[config.mk]
export PLATFORM = sky130hd
export DESIGN_NAME = sburst_ctrl
export DESIGN_NICKNAME = d
export VERILOG_FILES = /design/src/rtl/sburst_pkg.sv /design/src/rtl/sburst_pwr.sv /design/src/rtl/sburst_cyc.sv /design/src/rtl/sburst_cnt.sv /design/src/rtl/sburst_ram.sv /design/src/rtl/sburst_ctrl.sv
export SDC_FILE = /design/constraint.sdc
export NUM_CORES = 2
export LEC_CHECK = 0
export ABC_AREA = 1
export BUFFER_PORTS_ARGS = -buffer_cell sky130_fd_sc_hd__buf_2
export CORE_MARGIN = 2
export CORE_UTILIZATION = 45
export CTS_CLUSTER_DIAMETER = 50
export DETAILED_ROUTE_END_ITERATION = 10
export GPL_TIMING_DRIVEN = 1
export HOLD_SLACK_MARGIN = 0.1
export PLACE_DENSITY_LB_ADDON = 0.15
export SLEW_MARGIN = 20
export SYNTH_ARGS = -nofsm -noshare
export SYNTH_HDL_FRONTEND = slang
export SYNTH_HIERARCHICAL = 1
export SYNTH_SLANG_ARGS = --single-unit
[constraint.sdc]
create_clock -name clk -period 5 [get_ports clk]
set_clock_uncertainty 0.2 [all_clocks]
set_input_delay 0.25 -clock clk [delete_from_list [all_inputs] [get_ports clk]]
set_output_delay 0.25 -clock clk [all_outputs]
set_load 0.02 [all_outputs]
[src/rtl/sburst_pkg.sv]
package sburst_pkg;
    typedef enum logic [1:0] {
        CY_IDLE = 2'd0,
        CY_RD   = 2'd1,
        CY_WR   = 2'd2
    } cyc_e;

    typedef enum logic [1:0] {
        ST_RUN  = 2'd0,
        ST_ENT  = 2'd1,
        ST_SLP  = 2'd2,
        ST_EXIT = 2'd3
    } pwr_e;
endpackage

[src/rtl/sburst_pwr.sv]
module sburst_pwr
    import sburst_pkg::*;
(
    input  logic clk,
    input  logic rst_n,
    input  logic sleep_req,
    output logic go,
    output logic power_down
);
    pwr_e st_q, st_d;
    logic cnt_q, cnt_d;

    always_ff @(posedge clk or negedge rst_n) begin
        if (!rst_n) begin
            st_q  <= ST_RUN;
            cnt_q <= 1'b0;
        end else begin
            st_q  <= st_d;
            cnt_q <= cnt_d;
        end
    end

    always_comb begin
        st_d  = st_q;
        cnt_d = 1'b0;
        unique case (st_q)
            ST_RUN:  if (sleep_req) st_d = ST_ENT;
            ST_ENT:  if (cnt_q) st_d = ST_SLP; else cnt_d = 1'b1;
            ST_SLP:  if (!sleep_req) st_d = ST_EXIT;
            ST_EXIT: if (cnt_q) st_d = ST_RUN; else cnt_d = 1'b1;
        endcase
    end

    assign go         = (st_q == ST_RUN) && !sleep_req;
    assign power_down = (st_q != ST_RUN);

    AST_SLEEP_ENTER: assert property (@(posedge clk) disable iff (!rst_n)
        (st_q == ST_RUN && sleep_req) |=> (st_q == ST_ENT));
    AST_SLEEP_LEAVE: assert property (@(posedge clk) disable iff (!rst_n)
        (st_q == ST_SLP && !sleep_req) |=> (st_q == ST_EXIT));
endmodule

[src/rtl/sburst_cyc.sv]
module sburst_cyc
    import sburst_pkg::*;
(
    input  logic clk,
    input  logic rst_n,
    input  logic go,
    input  logic sel,
    input  logic en_a_n,
    input  logic cpu_strb_n,
    input  logic ctl_strb_n,
    input  logic burst_adv_n,
    input  logic wr_cond,
    output cyc_e cyc_q,
    output cyc_e cyc_nxt,
    output logic load,
    output logic adv
);
    logic cpu_take;

    assign cpu_take = !cpu_strb_n && !en_a_n;

    always_ff @(posedge clk or negedge rst_n) begin
        if (!rst_n) cyc_q <= CY_IDLE;
        else        cyc_q <= cyc_nxt;
    end

    always_comb begin
        cyc_nxt = cyc_q;
        load    = 1'b0;
        adv     = 1'b0;
        if (!go) begin
            cyc_nxt = CY_IDLE;
        end else if (cpu_take) begin
            if (sel) begin
                cyc_nxt = CY_RD;
                load    = 1'b1;
            end else begin
                cyc_nxt = CY_IDLE;
            end
        end else if (!ctl_strb_n) begin
            if (sel) begin
                cyc_nxt = wr_cond ? CY_WR : CY_RD;
                load    = 1'b1;
            end else begin
                cyc_nxt = CY_IDLE;
            end
        end else begin
            unique case (cyc_q)
                CY_IDLE: cyc_nxt = CY_IDLE;
                CY_RD, CY_WR: begin
                    adv     = !burst_adv_n;
                    cyc_nxt = wr_cond ? CY_WR : CY_RD;
                end
            endcase
        end
    end

    AST_CPU_READ: assert property (@(posedge clk) disable iff (!rst_n)
        (go && cpu_take && sel) |=> (cyc_q == CY_RD));
endmodule

[src/rtl/sburst_cnt.sv]
module sburst_cnt #(
    parameter int AW = 6,
    parameter int BB = 2
) (
    input  logic          clk,
    input  logic          rst_n,
    input  logic          lin_order,
    input  logic          load,
    input  logic          adv,
    input  logic [AW-1:0] ld_addr,
    output logic [AW-1:0] nxt_addr,
    output logic [AW-1:0] cur_addr
);
    localparam logic [BB-1:0] ONE = BB'(1);

    logic [AW-1:0] base_q, base_d;
    logic [BB-1:0] idx_q, idx_d;

    function automatic logic [AW-1:0] form(input logic [AW-1:0] b,
                                           input logic [BB-1:0] i,
                                           input logic lin);
        logic [BB-1:0] lo;
        lo = lin ? (b[BB-1:0] + i) : (b[BB-1:0] ^ i);
        return {b[AW-1:BB], lo};
    endfunction

    assign base_d   = load ? ld_addr : base_q;
    assign idx_d    = load ? '0 : (adv ? idx_q + ONE : idx_q);
    assign nxt_addr = form(base_d, idx_d, lin_order);
    assign cur_addr = form(base_q, idx_q, lin_order);

    always_ff @(posedge clk or negedge rst_n) begin
        if (!rst_n) begin
            base_q <= '0;
            idx_q  <= '0;
        end else begin
            base_q <= base_d;
            idx_q  <= idx_d;
        end
    end

    AST_CNT_LOAD: assert property (@(posedge clk) disable iff (!rst_n)
        load |=> (cur_addr == $past(ld_addr)));
    AST_CNT_HOLD: assert property (@(posedge clk) disable iff (!rst_n)
        (!load && !adv) |=> ($stable(cur_addr) || (lin_order != $past(lin_order))));
endmodule

[src/rtl/sburst_ram.sv]
module sburst_ram #(
    parameter int AW = 6,
    parameter int NB = 4,
    parameter int LW = 8
) (
    input  logic             clk,
    input  logic [NB-1:0]    we_lanes,
    input  logic [AW-1:0]    waddr,
    input  logic [NB*LW-1:0] wdata,
    input  logic             rd_en,
    input  logic [AW-1:0]    raddr,
    output logic [NB*LW-1:0] rdata
);
    localparam int DEPTH = 1 << AW;

    for (genvar g = 0; g < NB; g++) begin : g_lane
        logic [LW-1:0] lane_mem [DEPTH];
        logic [LW-1:0] lane_q;

        always_ff @(posedge clk) begin
            if (we_lanes[g]) lane_mem[waddr] <= wdata[g*LW +: LW];
            if (rd_en)       lane_q          <= lane_mem[raddr];
        end

        assign rdata[g*LW +: LW] = lane_q;
    end
endmodule

[src/rtl/sburst_ctrl.sv]
module sburst_ctrl
    import sburst_pkg::*;
#(
    parameter int AW = 6,
    parameter int NB = 4
) (
    input  logic            clk,
    input  logic            rst_n,
    input  logic            en_a_n,
    input  logic            en_b,
    input  logic            en_c_n,
    input  logic            cpu_strb_n,
    input  logic            ctl_strb_n,
    input  logic            burst_adv_n,
    input  logic            wr_all_n,
    input  logic            lane_wr_n,
    input  logic [NB-1:0]   lane_sel_n,
    input  logic            sleep_req,
    input  logic            out_en_n,
    input  logic            lin_order,
    input  logic [AW-1:0]   addr_in,
    input  logic [NB*8-1:0] wdata,
    output logic [NB*8-1:0] rdata,
    output logic            rdata_drive,
    output logic [AW-1:0]   burst_addr,
    output logic            power_down
);
    localparam int LW = 8;
    localparam int BB = 2;

    logic          go, sel, wr_cond, load, adv, out_rd_q;
    logic [NB-1:0] lanes, we_lanes;
    logic [AW-1:0] nxt_addr, cur_addr;
    cyc_e          cyc_q, cyc_nxt;

    assign sel     = !en_a_n && en_b && !en_c_n;
    assign lanes   = !wr_all_n ? '1 : (!lane_wr_n ? ~lane_sel_n : '0);
    assign wr_cond = |lanes;

    sburst_pwr u_pwr (
        .clk(clk), .rst_n(rst_n), .sleep_req(sleep_req),
        .go(go), .power_down(power_down)
    );

    sburst_cyc u_cyc (
        .clk(clk), .rst_n(rst_n), .go(go), .sel(sel), .en_a_n(en_a_n),
        .cpu_strb_n(cpu_strb_n), .ctl_strb_n(ctl_strb_n),
        .burst_adv_n(burst_adv_n), .wr_cond(wr_cond),
        .cyc_q(cyc_q), .cyc_nxt(cyc_nxt), .load(load), .adv(adv)
    );

    sburst_cnt #(.AW(AW), .BB(BB)) u_cnt (
        .clk(clk), .rst_n(rst_n), .lin_order(lin_order), .load(load),
        .adv(adv), .ld_addr(addr_in), .nxt_addr(nxt_addr), .cur_addr(cur_addr)
    );

    assign we_lanes = (cyc_nxt == CY_WR) ? lanes : '0;

    sburst_ram #(.AW(AW), .NB(NB), .LW(LW)) u_ram (
        .clk(clk), .we_lanes(we_lanes), .waddr(nxt_addr), .wdata(wdata),
        .rd_en(cyc_q == CY_RD), .raddr(cur_addr), .rdata(rdata)
    );

    always_ff @(posedge clk or negedge rst_n) begin
        if (!rst_n) out_rd_q <= 1'b0;
        else        out_rd_q <= (cyc_q == CY_RD);
    end

    assign rdata_drive = out_rd_q && !out_en_n && (cyc_q != CY_WR) && !power_down;
    assign burst_addr  = cur_addr;

    AST_WR_LANES: assert property (@(posedge clk) disable iff (!rst_n)
        (cyc_nxt == CY_WR) |-> (we_lanes != '0));
    AST_PD_IDLE: assert property (@(posedge clk) disable iff (!rst_n)
        power_down |=> (cyc_q == CY_IDLE));
endmodule

==> results <==
- The run finished, with violations left.
- The final reports fail on setup timing.
- Global routing finished with a remaining overflow of 0.
- The cell that appears most often on the critical path is nand2_1.
- Summing over every cut layer, the via total after detailed routing is 57477.
- The mean cell area of the mapped netlist is 11.8 um2.
- Measured in cells, the most critical reg-to-reg path has a length of 18.
- Data arrives at the worst endpoint at 5320 ps.
- After layout, the worst path uses 100% of the clock period.
- The met3 usage in global routing is 4.13%.
- The final layout contains routed wiring with a total length of 266000 um.
- The maximum vdd ir drop is 0.532 mV.
- The final period demand of the worst path is 5020 ps.
- The floorplan step defined a core boundary enclosing 188000 um2.
- In this run the worst path has a maximum fanout of 9.
- On the critical path, the stage with the largest delay is an instance of nor2_1.
- The number of buffers on the longest clock path is 3.
- Max-cap violations in this run came to 0.
- The commonest register cell after synthesis is edfxtp_1.
- Synthesis inferred 2094 register bits.
- The warning count from the yosys run is 6.
- From synthesis to final layout, the design area changed by 13.6%.
- The number of global-route vias before repair is 55514.
- Pin placement for this block handled 95 I/O pins.
- The launch instance of the worst min-delay path is wr_all_n.
- Leaving out fill and tap cells, the most frequent cell in the layout is nand2_1.
- For the pin with the worst max-slew slack, the measured transition is 1340 ps.
- The count of distinct cell types in the synthesized netlist is 30.
- Counting both buffers and inverters, the worst setup path holds a total of 9.
- The number of hold violations in the final report is 0.
- The layer flagged by global routing as most heavily used is met2.
- The count of cells in the finished layout, fillers not included, comes to 10038.
- The total power of the final layout is 59.4 mW.
- The end of the worst register-to-register path is u_ram/g_lane[1].lane_mem[2][1].
- The final net count is 7409.
- TritonCTS built the clock tree.
- The met1 capacity usage during global routing is 38.0%.
- The routing usage on met2 is 43.5%.
- The post-detailed-route DRC marker count is 0.
- The floorplan has 159 rows.
- The total setup violations reported at the end of the flow is 8.
- The critical register-to-register path startpoint is u_pwr/st_q[0].
- The share of the yosys chip area belonging to registers is 73.8%.
- The post-synth net total is 7264.
- Before CTS, the worst setup slack after placement is 244 ps.
- The final standard cell area without fillers is 96800 um2.
- The top cell types in the final layout, fill and taps aside, are 2371 x nand2_1, 2080 x edfxtp_1, 1895 x nand3_1.
- The largest net degree at the start of global routing is 173.
- During placement, the flow inserted port buffers numbering 94.
- The first-pass GRT wire length is 382000 um.
- The die is 439 um tall.
- The signal on the critical path passes through dlygate4sd3_1, buf_2, dlygate4sd3_1, nor3b_1, inv_1, nand2_1, and3_1, inv_8, o21ai_0, a21oi_1, ha_1, nand2_1, inv_1, nand3_2, nand2_1, nand2_1, nand2_1, inv_1, inv_1, nor3_1, buf_4, nand2_1, nor2_1.
- The maximum achievable frequency is 199 MHz.
- Routability-driven placement finished with a final weighted congestion of 0.904.
- The routed wirelength normalized by instance count is 26.5 um.
- Setup repair after global routing could not meet its margin everywhere.
- Power spread over the standard cell area amounts to 614 nW/um2.
- In this design, the stage delay of the slowest critical-path cell is 740 ps.
- The setup slack of the worst register-to-register path is 240 ps.
- Headroom to the max-slew limit came out at 10.4%.
- The tightest min-delay check is of the in2reg type.
- Clock tree synthesis inserted a total of 223 buffers.
- The type of origin of the critical path is an input pin.
- In this run the cell area of the synthesized design comes to 85100 um2.
- The number of levels the H-tree was split into is 4.
- The fraction of layout instances using a drive strength above 1 is 10.6%.
- Once routing completed, OpenROAD measured the worst setup slack at -16.5 ps.
- For this run, the total global-route usage over all layers was measured as 27.4%.
- The floorplan step defined a die boundary enclosing 193000 um2.
- Clock tree synthesis found a total of 2094 sinks.
- Clock tree synthesis selected as its root buffer the cell clkbuf_16.
- The effective utilization at floorplan is 45.3%.
- The clock network latency to the later pin of the worst-skew pair is 850 ps.
- STA classifies the critical path endpoint as a register.
- The clock-pin slew on the worst setup and hold paths is 60 ps.
- Summed over all cells, the static leakage comes to 34.0 nW.
- The critical path class is in2reg.
- The floorplan step set the die width to 439 um.
- The number of antenna violations at the first check in global routing is 10.
- The async set-reset flop share out of synthesis is 0.669%.
- The final max-slew violation count came to 0.
- In this run, synthesis inferred 2080 flip-flops with an integrated enable.
- The required time at the worst-slack endpoint is 5300 ps.
- Detailed placement ended at an HPWL of 165000 um.
- The first TritonRoute pass finished after 9 iterations.
- The cell family with the largest share of critical-path delay is simple AND/OR/NAND/NOR gates.
- The hold path depth is 4.
- The instance count after placement with tap cells included is 9553.
- Using the TritonRoute via totals, the vias-per-cell ratio works out to 5.73.
- The gate count of the mapped netlist is 7203.
- The path with the worst hold slack has its endpoint at u_ram/g_lane[3].lane_mem[51][6].
- In this run, the number of DRC markers left after iteration 0 of detailed routing was 7069.
- The detail route stage leaves a number of antenna-violating nets equal to 0.
- Once layout is complete, the utilization of the core stands at 51.5%.
- Once placement finished, the instance area stood at 88600 um2.
[registers in the layout, summed over array words and instances (netlist names)]
register / count
u_cyc/cyc_q: 2
u_cnt/base_q: 6
u_ram/g_lane.lane_mem: 2048
u_pwr/st_q: 2
u_cnt/idx_q: 2
u_ram/g_lane.lane_q: 32
out_rd_q: 1
u_pwr/cnt_q: 1
[cell families after synthesis]
family | Yosys count | synth area share (%)
AND/OR/NAND/NOR | 4576 | 23.1
flip-flops | 2094 | 73.8
buffers and inverters | 520 | 3.00
adder cells (fa/ha/maj) | 6 | 0.0882
AO/OA/AOI/OAI | 5 | 0.0500
XOR/XNOR | 2 | 0.0206
[power breakdown]
part           leakage, nW  internal (mW)  switching, mW  total, mW
Clock                 3.50           9.28           6.96       16.2
Combinational         11.6           6.15           17.4       23.5
Sequential            18.9           19.5          0.178       19.7
[worst register-to-register path, delay by kind of cell (launching register included)]
| kind | cells | cell delay [ps] |
|---|---|---|
| fa+ha+maj | 1 | 180 |
| simple gates | 10 | 2320 |
| flops | 1 | 410 |
| buf+inv | 7 | 1300 |
[timing repair]
item                                   in CTS  in global routing
endpoints found under the hold margin    1395                  0
resized for setup                           0                111
hold buffers                               65                  0
setup buffers                               0                  0
setup endpoints to repair                   0                751
[final cells by class]
class                           count  area, um2
Antenna cell                        2       5.00
Tap cell                         2495       3120
Inverter                           41        215
Fill cell                       16356      91000
Multi-Input combinational cell   4589      20100
Clock inverter                    157       1430
Sequential cell                  2094      62800
Clock buffer                      261       5790
Timing Repair Buffer              399       3270
[cell usage after synthesis (2+ instances only)]
library cell	number	area, um2
a21oi_1	2	10.0
clkbuf_1	118	443
buf_2	254	1270
xnor2_1	2	17.5
inv_1	29	109
inv_2	10	37.5
nor2_1	272	1020
nand3_1	1895	9480
nor3_1	17	85.1
nand2_2	4	25.0
buf_4	40	300
nand2_1	2375	8910
ha_1	6	75.1
edfxtp_1	2080	62500
buf_1	50	188
dfrtp_1	14	350
nor2_4	2	22.5
buf_6	17	191
nand3_2	4	40.0
nor2_2	2	12.5
[worst max-delay path by stage]
stage / to / from / cells after the start / slack [ps]
finish: u_ram/g_lane[1].lane_mem[2][1] / en_c_n / 23 / -20
CTS: u_ram/g_lane[0].lane_mem[46][0] / en_c_n / 23 / 130
floorplan: u_ram/g_lane[0].lane_mem[10][0] / u_pwr/st_q[0] / 20 / 1290
global route: u_ram/g_lane[1].lane_mem[2][1] / en_c_n / 23 / -200
global placement: u_ram/g_lane[0].lane_mem[46][6] / en_a_n / 21 / 230
detailed placement: u_ram/g_lane[0].lane_mem[46][0] / u_pwr/st_q[0] / 21 / 240
[per-layer routing]
layer  share of wire, %  wire length [um]
met1                 41            109000
met2                 47            125000
met3                8.1             21400
met4                3.8             10100
met5              0.015                41
[stage by stage]
step	hold WS (ps)	TNS, ps
5_1_grt	105	-5260
6_report	132	-86.4
3_5_place_dp	-24.7	0
4_1_cts	112	0
2_1_floorplan	-246	0
3_3_place_gp	-28.0	0
Note: power is estimated with default switching activity, not from simulation.
